===== src/rtl/pwb_pkg.sv =====
// Package: shared types of the page write buffer.
package pwb_pkg;
    // Phases of the commit sequencer.
    typedef enum logic [1:0] {
        SEQ_IDLE   = 2'd0,
        SEQ_COMMIT = 2'd1,
        SEQ_WAIT   = 2'd2
    } seq_state_t;
endpackage


===== src/rtl/pwb_page_buf.sv =====
// Module: pwb_page_buf
// Holds one page of write data with a filled flag per slot. The slot pointer
// advances only within the page. Assumes its strobes are already gated by the
// caller while a write cycle runs; clr_i and wr_i may coincide (clear first).
module pwb_page_buf #(
    parameter int PAGE_W = 4,
    parameter int BASE_W = 6,
    parameter int DATA_W = 8
) (
    input  logic                     clk,
    input  logic                     rst_n,
    input  logic                     clr_i,
    input  logic                     load_i,
    input  logic [BASE_W+PAGE_W-1:0] addr_i,
    input  logic                     wr_i,
    input  logic [DATA_W-1:0]        data_i,
    input  logic [PAGE_W-1:0]        rd_slot_i,
    output logic [BASE_W-1:0]        base_o,
    output logic [DATA_W-1:0]        rd_data_o,
    output logic                     rd_valid_o,
    output logic                     any_valid_o
);
    localparam int PAGE_N = 1 << PAGE_W;

    logic [DATA_W-1:0] data_q [PAGE_N];
    logic [PAGE_N-1:0] valid_q;
    logic [PAGE_W-1:0] ptr_q;
    logic [BASE_W-1:0] base_q;

    // Purpose: track page number, slot pointer and filled flags.
    always_ff @(posedge clk) begin
        if (!rst_n) begin
            valid_q <= '0;
            ptr_q   <= '0;
            base_q  <= '0;
        end else begin
            if (clr_i)  valid_q <= '0;
            if (load_i) begin
                base_q <= addr_i[BASE_W+PAGE_W-1:PAGE_W];
                ptr_q  <= addr_i[PAGE_W-1:0];
            end
            if (wr_i) begin
                valid_q[ptr_q] <= 1'b1;
                ptr_q          <= ptr_q + 1'b1;
            end
        end
    end

    // Purpose: store the byte in the slot the pointer selects.
    always_ff @(posedge clk) begin
        if (wr_i) data_q[ptr_q] <= data_i;
    end

    assign base_o      = base_q;
    assign rd_data_o   = data_q[rd_slot_i];
    assign rd_valid_o  = valid_q[rd_slot_i];
    assign any_valid_o = |valid_q;

    AST_PAGE_HELD: assert property (@(posedge clk) disable iff (!rst_n)
        (wr_i && !load_i) |=> (base_o == $past(base_o)));
endmodule


===== src/rtl/pwb_wr_seq.sv =====
// Module: pwb_wr_seq
// Sequences the commit: from an accepted stop it scans every slot, one per
// cycle, then counts WR_CYCLES cycles. Busy covers both phases. Assumes
// WR_CYCLES >= 1 and that go_i already folds in data presence and protect.
module pwb_wr_seq
    import pwb_pkg::*;
#(
    parameter int PAGE_W    = 4,
    parameter int WR_CYCLES = 40
) (
    input  logic              clk,
    input  logic              rst_n,
    input  logic              stop_i,
    input  logic              go_i,
    output logic              busy_o,
    output logic              commit_o,
    output logic              done_o,
    output logic [PAGE_W-1:0] slot_o
);
    localparam int                CNT_W     = (WR_CYCLES > 1) ? $clog2(WR_CYCLES) : 1;
    localparam logic [CNT_W-1:0]  CNT_LAST  = CNT_W'(WR_CYCLES - 1);
    localparam logic [PAGE_W-1:0] SLOT_LAST = '1;

    seq_state_t        state_q;
    logic [PAGE_W-1:0] slot_q;
    logic [CNT_W-1:0]  cnt_q;

    // Purpose: advance through idle, slot scan and timed wait.
    always_ff @(posedge clk) begin
        if (!rst_n) begin
            state_q <= SEQ_IDLE;
            slot_q  <= '0;
            cnt_q   <= '0;
        end else begin
            case (state_q)
                SEQ_IDLE: begin
                    if (stop_i && go_i) begin
                        state_q <= SEQ_COMMIT;
                        slot_q  <= '0;
                    end
                end
                SEQ_COMMIT: begin
                    if (slot_q == SLOT_LAST) begin
                        state_q <= SEQ_WAIT;
                        cnt_q   <= '0;
                    end else begin
                        slot_q <= slot_q + 1'b1;
                    end
                end
                SEQ_WAIT: begin
                    if (cnt_q == CNT_LAST) state_q <= SEQ_IDLE;
                    else                   cnt_q   <= cnt_q + 1'b1;
                end
                default: state_q <= SEQ_IDLE;
            endcase
        end
    end

    assign busy_o   = (state_q != SEQ_IDLE);
    assign commit_o = (state_q == SEQ_COMMIT);
    assign done_o   = commit_o && (slot_q == SLOT_LAST);
    assign slot_o   = slot_q;

    AST_COMMIT_BEGINS: assert property (@(posedge clk) disable iff (!rst_n)
        (!busy_o && stop_i && go_i) |=> (commit_o && slot_o == '0));
    AST_SLOT_STEP: assert property (@(posedge clk) disable iff (!rst_n)
        (commit_o && $past(commit_o)) |-> (slot_o == $past(slot_o) + 1'b1));
    AST_STAY_IDLE: assert property (@(posedge clk) disable iff (!rst_n)
        (!busy_o && !(stop_i && go_i)) |=> !busy_o);
endmodule


===== src/rtl/page_write_ctrl.sv =====
// Module: page_write_ctrl
// Page write buffer and timed write controller. Collects write bytes, commits
// the filled slots at stop unless protected, then holds busy for a fixed
// interval. Assumes one strobe per cycle from the protocol engine.
module page_write_ctrl #(
    parameter int ADDR_W    = 10,
    parameter int PAGE_W    = 4,
    parameter int DATA_W    = 8,
    parameter int WR_CYCLES = 40
) (
    input  logic              clk,
    input  logic              rst_n,
    input  logic              start_i,
    input  logic              addr_load_i,
    input  logic [ADDR_W-1:0] addr_i,
    input  logic              byte_vld_i,
    input  logic [DATA_W-1:0] byte_i,
    input  logic              stop_i,
    input  logic              wp_i,
    output logic              mem_we_o,
    output logic [ADDR_W-1:0] mem_addr_o,
    output logic [DATA_W-1:0] mem_wdata_o,
    output logic              busy_o
);
    localparam int BASE_W = ADDR_W - PAGE_W;

    logic              busy, commit, done, any_valid, rd_valid;
    logic [PAGE_W-1:0] slot;
    logic [BASE_W-1:0] base;
    logic [DATA_W-1:0] rd_data;
    logic              buf_clr, buf_load, buf_wr, seq_stop, seq_go;

    // Purpose: drop every strobe while the write cycle runs.
    always_comb begin
        buf_clr  = (start_i && !busy) || done;
        buf_load = addr_load_i && !busy;
        buf_wr   = byte_vld_i && !busy;
        seq_stop = stop_i && !busy;
        seq_go   = any_valid && !wp_i;
    end

    pwb_page_buf #(.PAGE_W(PAGE_W), .BASE_W(BASE_W), .DATA_W(DATA_W)) u_buf (
        .clk(clk), .rst_n(rst_n), .clr_i(buf_clr), .load_i(buf_load),
        .addr_i(addr_i), .wr_i(buf_wr), .data_i(byte_i), .rd_slot_i(slot),
        .base_o(base), .rd_data_o(rd_data), .rd_valid_o(rd_valid),
        .any_valid_o(any_valid)
    );

    pwb_wr_seq #(.PAGE_W(PAGE_W), .WR_CYCLES(WR_CYCLES)) u_seq (
        .clk(clk), .rst_n(rst_n), .stop_i(seq_stop), .go_i(seq_go),
        .busy_o(busy), .commit_o(commit), .done_o(done), .slot_o(slot)
    );

    assign mem_we_o    = commit && rd_valid;
    assign mem_addr_o  = {base, slot};
    assign mem_wdata_o = rd_data;
    assign busy_o      = busy;

    AST_WP_NO_CYCLE: assert property (@(posedge clk) disable iff (!rst_n)
        (!busy_o && stop_i && wp_i) |=> !busy_o);
    AST_PAGE_FROZEN: assert property (@(posedge clk) disable iff (!rst_n)
        (busy_o && $past(busy_o)) |->
        (mem_addr_o[ADDR_W-1:PAGE_W] == $past(mem_addr_o[ADDR_W-1:PAGE_W])));
    AST_WE_IN_BUSY: assert property (@(posedge clk) disable iff (!rst_n)
        mem_we_o |-> busy_o);
endmodule


===== config.mk =====
export PLATFORM = sky130hd
export DESIGN_NAME = page_write_ctrl
export DESIGN_NICKNAME = d
export VERILOG_FILES = /design/src/rtl/pwb_pkg.sv /design/src/rtl/pwb_page_buf.sv /design/src/rtl/pwb_wr_seq.sv /design/src/rtl/page_write_ctrl.sv
export SDC_FILE = /design/constraint.sdc
export NUM_CORES = 1
export LEC_CHECK = 0
export ABC_AREA = 1
export BUFFER_PORTS_ARGS = -buffer_cell sky130_fd_sc_hd__buf_2
export CAP_MARGIN = 30
export CORE_MARGIN = 2
export CORE_UTILIZATION = 25
export CTS_CLUSTER_DIAMETER = 80
export DETAILED_ROUTE_END_ITERATION = 10
export GPL_TIMING_DRIVEN = 0
export PLACE_DENSITY_LB_ADDON = 0.2
export SYNTH_ARGS = -nofsm -noshare
export SYNTH_HDL_FRONTEND = slang
export SYNTH_SLANG_ARGS = --single-unit

===== constraint.sdc =====
create_clock -name clk -period 1.72 [get_ports clk]
set_input_delay 0.344 -clock clk [delete_from_list [all_inputs] [get_ports clk]]
set_output_delay 0.344 -clock clk [all_outputs]
set_load 0.01 [all_outputs]

==> tab_implementation.tex <==
\begin{tabular}{lr}
\hline
Metric & Value \\
\hline
\multicolumn{2}{l}{\textbf{Power}} \\
\quad Proportion of power drawn by the clock network & 39.0\% \\
\quad Switching power of the nets & 2520 uW \\
\quad Switching power as a share of total power & between 20\% and 30\% \\
\quad Sequential cell fraction of total power & 48.5\% \\
\quad Maximum VDD drop & $\sim$560 uV \\
\quad Comb power frac & roughly an eighth \\
\quad Power density over the cells & about 1100 nW/um\^{}2 \\
\quad Static leakage & roughly 0.0033 uW \\
\quad Design internal power & 6917 uW \\
\quad Power consumption & 9437 uW \\
\multicolumn{2}{l}{\textbf{Hold path}} \\
\quad Hold/Removal Path Class & input port to flip-flop \\
\multicolumn{2}{l}{\textbf{Worst setup path}} \\
\quad Worst Setup Start Kind & flip-flop \\
\quad Startpoint of the worst-slack reg-to-reg timing path & u\_seq.state\_q[0] \\
\quad R2r setup slk & 100 ps \\
\quad Worst Path Max Fanout & 10 \\
\quad Length in cells of the worst reg-to-reg path & 7 \\
\quad Critical path data arrival time & just under 2000 ps \\
\quad Kind of capture point of the worst setup path & primary output \\
\quad Setup crit end & mem\_wdata\_o[2] \\
\quad Start-to-end type of the worst setup path & flip-flop to primary output \\
\quad End of the worst register-to-register path & u\_buf.data\_q[3][1] \\
\quad Req. time, crit path & 1380 ps \\
\multicolumn{2}{l}{\textbf{Global route}} \\
\quad Met2 capacity usage during global routing & between 20\% and 30\% \\
\quad Vias in the first global route & $\sim$5000 \\
\quad Global routing met1 resource utilization & around a fifth \\
\quad Met3 layer usage reported by global route & 2.554\% \\
\quad Maximum number of pins on one net before global-route repair & 17 \\
\quad Overall fraction of global-route tracks in use & between 10\% and 20\% \\
\quad Initial antenna violation count & 0 \\
\quad GR peak layer & met2 \\
\quad Overall overflow remaining after global route & 0 \\
\quad Global-route wire length before repair & just over 30000 um \\
\multicolumn{2}{l}{\textbf{Clock network}} \\
\quad TritonCTS clock tree & built \\
\quad Hold-fix buffers, CTS & 0 \\
\quad CTS root buf & clkbuf\_16 \\
\quad CTS clock-pin slew for the worst setup and hold paths & roughly 70 ps \\
\quad TritonCTS buffer count & 17 \\
\quad H-tree depth reported by CTS & 4 \\
\quad CTS sink count & 170 \\
\quad Insertion delay to the later sink of the worst-skew pair & 430 ps \\
\quad Maximum number of buffers from clock root to sink & 2 \\
\multicolumn{2}{l}{\textbf{Placed design}} \\
\quad Port Buffers & 44 \\
\quad RePlAce Congestion & approximately 0.85 \\
\quad Final HPWL from detailed placement & 13660 um \\
\quad Placed instance count & 1147 \\
\multicolumn{2}{l}{\textbf{Finish}} \\
\quad Number of standard cells in the final layout excluding fillers & between 1000 and 1500 \\
\quad Fillers & 3071 \\
\quad Most common cell after layout, fill and taps aside & edfxtp\_1 \\
\quad P\&R area growth vs syn & 21.35\% \\
\quad Most frequent cells in the layout & edfxtp\_1, inv\_1, nand2\_1 \\
\quad Ratio of cells with drive above 1 in the final layout & around a quarter \\
\quad Nets@finish & 822 \\
\quad Antenna diode count & 0 \\
\multicolumn{2}{l}{\textbf{Run status}} \\
\quad Outcome & finished, violations left \\
\quad Violations in the final reports & setup timing \\
\multicolumn{2}{l}{\textbf{Drt}} \\
\quad Wirelength per Cell & roughly 17 um \\
\quad Vias after detailed routing & approximately 5200 \\
\quad Count of unresolved DRC violations after routing & 0 \\
\quad Total iterations of the first detailed-routing run & 5 \\
\quad Initial detailed-routing violation count & roughly 320 \\
\quad Routed via count divided by cell count & roughly 4.4 \\
\quad Routed wire length & 20170 um \\
\quad Number of nets with antenna violations after detailed routing & 0 \\
\multicolumn{2}{l}{\textbf{Logic synthesis}} \\
\quad Async S/R FF share, synth & 0\% \\
\quad Number of enable flip-flop cells after synthesis & 128 \\
\quad Cell type contributing the most total cell area after synthesis & edfxtp\_1 \\
\quad Area share of the largest cell type after synthesis & around 52\% \\
\quad Register area share after synthesis & between 60\% and 70\% \\
\quad Simple-gate portion of the synthesized area & between 10\% and 20\% \\
\quad Net count of the mapped netlist & 745 \\
\quad Multiplexer fraction of the synthesized cell area & 0\% \\
\quad Distinct cell type count of the synthesized netlist & 33 \\
\quad Warning count from the yosys run & 0 \\
\quad Post-Syn Instances & between 700 and 800 \\
\quad Prevailing post-synth register cell & edfxtp\_1 \\
\quad Post-synthesis share of cell area spent on xor and xnor gates & 0.4755\% \\
\quad Arithmetic-cell share of the synthesized area counting full adders, half adders and majority gates & between 1 and 1.5\% \\
\quad Dominant combinational cell family by area after synthesis & simple AND/OR/NAND/NOR gates \\
\quad Main area contributors after synthesis & edfxtp\_1, dfxtp\_1, inv\_1 \\
\quad Compound-gate portion of the synthesized area & between 10\% and 20\% \\
\quad Mapped Area & about 7400 um\^{}2 \\
\quad Seq cells post-synth & 170 \\
\quad Mean area per synthesized cell & 10.32 um\^{}2 \\
\multicolumn{2}{l}{\textbf{Die}} \\
\quad Die area & about 31000 um\^{}2 \\
\quad Initial standard-cell utilization of the core & 25.53\% \\
\quad Top-level port count & 45 \\
\quad Num rows & 62 \\
\quad Core Area & approximately 29000 um\^{}2 \\
\quad Die Y-Extent & 175.7 um \\
\quad Width of the chip & around 180 um \\
\multicolumn{2}{l}{\textbf{Timing}} \\
\quad Clk\_skew & 8.134 ps \\
\quad Final Max Slew Viols & 0 \\
\quad Period minus WS final & around 2300 ps \\
\quad Actual transition at the worst max-transition pin & between 700 and 800 ps \\
\quad Fin worst setup slack & -574.5 ps \\
\quad Setup repair after global routing missed its margin & yes \\
\quad Hold slack final & 139.6 ps \\
\quad Ratio of final minimum period to clock period & 133.4\% \\
\quad Final setup violation count & 9 \\
\quad Final hold violation count & 0 \\
\quad Max-slew headroom & 52.51\% \\
\quad Highest clock frequency the design can meet & 0.4358 GHz \\
\multicolumn{2}{l}{\textbf{Job}} \\
\quad Max-cap violations & 0 \\
\hline
\end{tabular}
## synth_stat cells, types with 2 or more instances
library cell,instances
clkbuf_1,9
nand3_2,2
buf_2,15
inv_2,11
ha_1,6
a21oi_2,10
edfxtp_1,128
dfxtp_1,42
nand2_2,15
o211ai_1,32
xnor2_1,2
o21ai_0,41
nor2_1,58
a21oi_1,52
nand2_4,3
nand4_1,3
nand3_1,66
nor2_2,6
buf_1,2
inv_1,97
xor2_1,2
o21ai_1,6
buf_6,5
nand2_1,92
## metal layers
metal  vias to the layer above  share of wire [%]
li1                       2570                  -
met1                      2507                 50
met2                       123                 44
met3                        22                3.6
met4                         0                2.0
met5                         -                  0
## cells by family (layout without fill, tap and decap cells)
family | Yosys count | count (layout)
xor+xnor | 4 | 4
fa+ha+maj | 6 | 6
simple gates | 248 | 248
buf+inv | 141 | 231
compound gates | 145 | 145
flops | 170 | 170
## per-stage QoR
stage	utilization (%)	instance area, um^2	setup TNS [ps]	worst slack [ps]
2_1_floorplan	-	7367	0	173.9
3_3_place_gp	27.96	8068	-32650	-476.8
4_1_cts	30.75	8875	-4302	-519.4
3_5_place_dp	28.10	8109	-15150	-491.4
6_report	30.98	8940	-4285	-574.5
5_1_grt	30.98	8940	-5143	-620.6
## critical path, stage by stage (launching register included)
cell,delay (ps)
dfxtp_2,340
clkbuf_4,180
clkbuf_2,220
o21ai_1,290
nand3_1,160
nand3_1,100
nand2_1,90
buf_2,150
## worst min-delay path by stage
stage | startpoint | to | slack, ps | cells after the start
5_1_grt | addr_i[1] | u_buf.ptr_q[1] | 130 | 3
6_report | addr_i[1] | u_buf.ptr_q[1] | 140 | 3
4_1_cts | addr_i[1] | u_buf.ptr_q[1] | 130 | 3
2_1_floorplan | byte_i[0] | u_buf.data_q[0][0] | 440 | 0
3_3_place_gp | u_buf.base_o[0] | u_buf.base_o[0] | 460 | 2
3_5_place_dp | u_buf.base_o[2] | u_buf.base_o[2] | 470 | 2
## power groups by stage
stage	registers (uW)	clock network (uW)	logic, uW
final	4570	3680	1190
after floorplan	4650	0	619
after detailed placement	4650	0	1070
after global routing	4580	3930	1300
after global placement	4650	0	1070
after CTS	4570	3740	1170
## repair_timing
item,4_1_cts,5_1_grt
gates cloned,2,1
setup endpoints to repair,97,55
pin swaps,14,4
buffers inserted,5,1
resized for setup,72,23
## state kept, by name (all words and copies together) (netlist names), named ones only
signal and cells:
u_buf.data_q 128, u_buf.valid_q 16, u_buf.base_o 6, u_seq.cnt_q 6, u_buf.ptr_q 4, u_seq.slot_o 4, u_seq.state_q 2
## area by class of cell
type                    instances  area [um^2]  share of cell area [%]
well taps                     384        480.5                   5.374
clock buffers                  19        432.9                   4.843
multi-input cells             403         2203                   24.65
repair buffers                 57        321.6                   3.597
plain buffers                  31        261.5                   2.925
clock inverters                13        120.1                   1.344
flip-flops and latches        170         4692                   52.48
inverters                     110        420.4                   4.703
repair inverters                1        7.507                 0.08397
No activity file was read; power rests on OpenSTA's default activity.
